$ cat config.mk
export PLATFORM = sky130hd
export DESIGN_NAME = ptr_literal_loader
export DESIGN_NICKNAME = d
export VERILOG_FILES = /design/src/rtl/ptr_literal_loader.sv
export SDC_FILE = /design/constraint.sdc
export NUM_CORES = 1
export LEC_CHECK = 0
export ABC_AREA = 0
export BUFFER_PORTS_ARGS = -buffer_cell sky130_fd_sc_hd__buf_4
export CORE_ASPECT_RATIO = 1.1
export CORE_UTILIZATION = 48
export CTS_BUF_LIST = sky130_fd_sc_hd__clkbuf_16
export DETAILED_ROUTE_END_ITERATION = 8
export PLACE_DENSITY = 0.78
export SLEW_MARGIN = 20
export SYNTH_ARGS = -nofsm -noshare
export SYNTH_HDL_FRONTEND = slang
export SYNTH_SLANG_ARGS = --single-unit
$ cat constraint.sdc
create_clock -name clk -period 1.6 [get_ports clk]
set_input_delay 0.32 -clock clk [delete_from_list [all_inputs] [get_ports clk]]
set_output_delay 0.32 -clock clk [all_outputs]
set_load 0.005 [all_outputs]
$ cat src/rtl/ptr_literal_loader.sv
module ptr_literal_loader #(
  parameter int PTR_COUNT = 3
) (
  input  logic                      clk,
  input  logic                      rst,
  input  logic                      instr_valid,
  input  logic [15:0]               instr_word,
  output logic [PTR_COUNT-1:0][7:0] ptr_hi,
  output logic [PTR_COUNT-1:0][7:0] ptr_lo,
  output logic                      busy,
  output logic                      sel_err
);
  localparam int SEL_W = 2;
  localparam logic [9:0] OPEN_OP  = 10'b1110_1110_00;
  localparam logic [7:0] CLOSE_OP = 8'b1111_0000;

  logic [SEL_W-1:0] held_sel;

  wire [SEL_W-1:0] word_sel = instr_word[5:4];
  wire is_open  = instr_valid && (instr_word[15:6] == OPEN_OP);
  wire is_close = instr_valid && (instr_word[15:8] == CLOSE_OP);
  wire sel_ok   = int'(word_sel) < PTR_COUNT;
  wire hi_wr    = is_open && sel_ok;
  wire lo_wr    = is_close && busy;

  always_ff @(posedge clk) begin
    if (rst) begin
      busy     <= 1'b0;
      held_sel <= '0;
      sel_err  <= 1'b0;
    end else begin
      sel_err <= is_open && !sel_ok;
      if (instr_valid) begin
        busy <= hi_wr;
        if (hi_wr) held_sel <= word_sel;
      end
    end
  end

  always_ff @(posedge clk) begin
    if (rst) begin
      ptr_hi <= '0;
      ptr_lo <= '0;
    end else begin
      for (int i = 0; i < PTR_COUNT; i++) begin
        if (hi_wr && int'(word_sel) == i) ptr_hi[i] <= {4'h0, instr_word[3:0]};
        if (lo_wr && int'(held_sel) == i) ptr_lo[i] <= instr_word[7:0];
      end
    end
  end


  genvar g;
  for (g = 0; g < PTR_COUNT; g++) begin : g_nib
    hi_nibble_zero_chk: assert property (@(posedge clk) disable iff (rst)
      ptr_hi[g][7:4] == 4'h0);
  end


  busy_rise_chk: assert property (@(posedge clk) disable iff (rst)
    $rose(busy) |-> $past(instr_valid));


  close_clears_busy_chk: assert property (@(posedge clk) disable iff (rst)
    (busy && instr_valid && instr_word[15:8] == CLOSE_OP) |=> !busy);


  err_no_write_chk: assert property (@(posedge clk) disable iff (rst)
    sel_err |-> (!busy && $stable(ptr_hi) && $stable(ptr_lo)));


  stray_close_chk: assert property (@(posedge clk) disable iff (rst)
    (!busy && instr_valid && instr_word[15:12] == 4'hF)
      |=> ($stable(ptr_hi) && $stable(ptr_lo) && !busy));


  idle_hold_chk: assert property (@(posedge clk) disable iff (rst)
    !instr_valid |=> ($stable(ptr_hi) && $stable(ptr_lo) && $stable(busy)));
endmodule

==> results by group <==
Status
  – Status: finished clean

Logic synthesis
  – Share of the yosys chip area belonging to registers: 43.7%
  – Top-area cell type share of the netlist area: 43.7%
  – Mapped Cells: 172
  – Post-synthesis instance area: 0.00183 mm²
  – Warnings from Yosys: 0
  – Biggest area consumer among synthesized cells: dfxtp_1
  – Count of cell types in the netlist: 23
  – Top cells by area, synth: dfxtp_1 44%, mux2i_1 20%, nand2b_1 15%
  – Synth Area per Inst: 10.6 µm²
  – Synthesized flop and latch total: 40

Cells and area
  – Share of the core filled with cells in the final layout: 66.8%
  – Layout overhead on the synthesized area: 33.3%
  – Ant. Diodes: 0
  – Total Nets Final: 252
  – Fraction of final layout cells sized beyond drive strength 1: 33.3%
  – Post-route insts no fill: 284

Critical path
  – Crit path max-delay family: simple AND/OR/NAND/NOR gates
  – Data arrival, critical path: 1620 ps
  – Critical Path Start Type: register
  – Required time at the worst-slack endpoint: 1800 ps
  – Critical path's slowest cell: and4_1
  – Top fanout value on the critical path: 5
  – Critical path type: reg2reg
  – CP Capture Type: register
  – Worst-path cell chain: nor3b_2, and4_1, mux2i_1
  – Buffers & Inverters on Critical Path: 0
  – Critical Path Max Stage Delay: 430 ps

Floorplanning
  – Number of standard-cell rows in the floorplan: 23
  – Top-level I/O count: 69
  – Width of the die: 60.9 µm
  – DIE AREA: 0.00407 mm²
  – Initial standard-cell utilization of the core: 50.1%
  – Vert. Die Dim: 66.8 µm
  – Placeable core region: 0.00365 mm²

Place
  – Quantity of I/O buffers inserted on ports: 56
  – Detailed placement HPWL: 2750 µm
  – Global placement routability congestion: 0.760
  – Placed cell count: 276

GRT
  – Antenna violations before repair: 0
  – Via count of the first global-routing pass: 1194
  – Aggregate global routing overflow: 0
  – Pin count of the biggest net entering global routing: 27
  – First-pass GRT wire length: 5690 µm
  – All-layer global routing usage: 19.5%

Timing
  – RSZ-0062 raised after global routing: no
  – Final worst path period share: 88.7%
  – Final hold violations: 0
  – Final period demand of the worst path: 1420 ps
  – Fmax: 0.705 GHz
  – Final setup violating endpoints: 0
  – Total negative setup slack: 0 ps
  – Number of max-slew violations in the final report: 0
  – Worst Skew: 3.88 ps

Clock tree
  – TritonCTS clock tree: built
  – Level count of the clock H-tree: 2
  – Clock Root Buffer: clkbuf_16
  – Hold Buf Count CTS: 0
  – Insertion delay to the later sink of the worst-skew pair: 270 ps
  – Clock Tree Buf Depth: 2
  – Number of post-CTS setup repair buffers: 0
  – Total number of clock tree sinks: 40
  – Clock-pin slew on the worst setup and hold paths: 60 ps
  – Number of instances resized during post-cts repair: 0
  – Number of buffers created by CTS: 5

Power
  – Power density over cell area: 903 mW/mm²
  – Peak ir drop on the vdd network: 793 µV
  – Total power draw: 2.20 mW
  – Leakage: 1.24 nW

Detailed routing
  – First DRT Iteration DRCs: 30
  – Average via count per standard cell: 4.84
  – First-pass iteration count of the detailed router: 4
  – Count of vias placed by the detailed router: 1374
  – DRC violation count after routing: 0
  – Routed wirelength normalized by instance count: 13.3 µm
  – Final wirelength: 3790 µm
  – Remaining antenna violation count: 0

Hold path
  – HP Class: in2reg

Run
  – Total of max-cap violations: 0
[state kept, by name (all words and copies together), names as in the netlist]
name and flops:
busy 1, held_sel 2, ptr_hi 12, ptr_lo 24, sel_err 1
[per-layer routing]
layer	part of all wire [%]	vias up	wire (µm)	global-route usage [%]
li1	-	691	-	-
met1	44	649	1670	24.0
met5	0	-	0	0
met2	52	32	1970	33.0
met3	3.5	2	132	5.24
met4	0.45	0	17	5.11
[placed cells by master, fill, tap and decap left out]
cell and n:
and4b_1 1, nand4_1 5, nor3_1 2, nor4b_2 1
clkbuf_16 5, bufinv_16 1, clkinv_1 2, and4bb_2 5
nor3b_1 2, o21ai_0 1, nor2b_1 1, nor4b_1 1
nor2_1 1, dfxtp_1 40, nand2_1 2, conb_1 12
nor3b_2 1, a41oi_1 2, and4_1 2, nand2b_1 45
o21a_1 1, mux2i_1 36, buf_4 63, nand4_2 2
[cell families (layout without fill, tap and decap cells)]
kind of cell / after synthesis / in the layout / share of synthesized area [%]
AND/OR/NAND/NOR: 71 / 71 / 27.7
flip-flops: 40 / 40 / 43.7
multiplexers: 36 / 36 / 19.7
buffers and inverters: 20 / 71 / 7.10
AO/OA/AOI/OAI: 4 / 4 / 1.64
other: 1 / 12 / 0.205
[where the power goes]
part           internal [mW]  total, mW  switching, mW
registers              0.996      0.996      0.0000443
logic                 0.0633      0.127         0.0634
clock network          0.724       1.08          0.358
[tightest hold or removal path: cells and delay by family]
kind / cells / cell delay (ps)
buffers and inverters: 1 / 140
AND/OR/NAND/NOR: 2 / 130
[per-stage QoR]
stage / cell area (µm²) / hold slack (ps) / setup slack [ps]
detailed placement: 2280 / 463 / 121
global route: 2440 / 360 / 125
global placement: 2280 / 462 / 145
floorplan: 1870 / 458 / 325
finish: 2440 / 352 / 181
CTS: 2440 / 348 / 183
[cells in the mapped netlist, drive strengths merged]
cell type	count
conb	1
and4	2
mux2i	36
nand2	2
dfxtp	40
nor3b	3
nand2b	45
nor3	2
nor2b	1
nor2	1
a41oi	2
nand4	7
o21a	1
clkbuf	4
and4b	1
and4bb	5
buf	16
o21ai	1
nor4b	2
[final timing paths]
path	start	slack (ps)	cells past startpoint	endpoint
max	busy	180	3	ptr_lo[7]
min	instr_word[5]	350	3	sel_err
max reg2reg	busy	180	3	ptr_lo[7]
min reg2reg	ptr_lo[12]	470	2	ptr_lo[12]
[cell type report]
class,instances,area [µm²]
clock inverter,3,37.5
multi-input combinational,123,942
timing repair buffer,63,473
tap,50,62.6
sequential,40,801
fill,318,1210
clock buffer,5,125
Power figures use the tool's default switching activity.
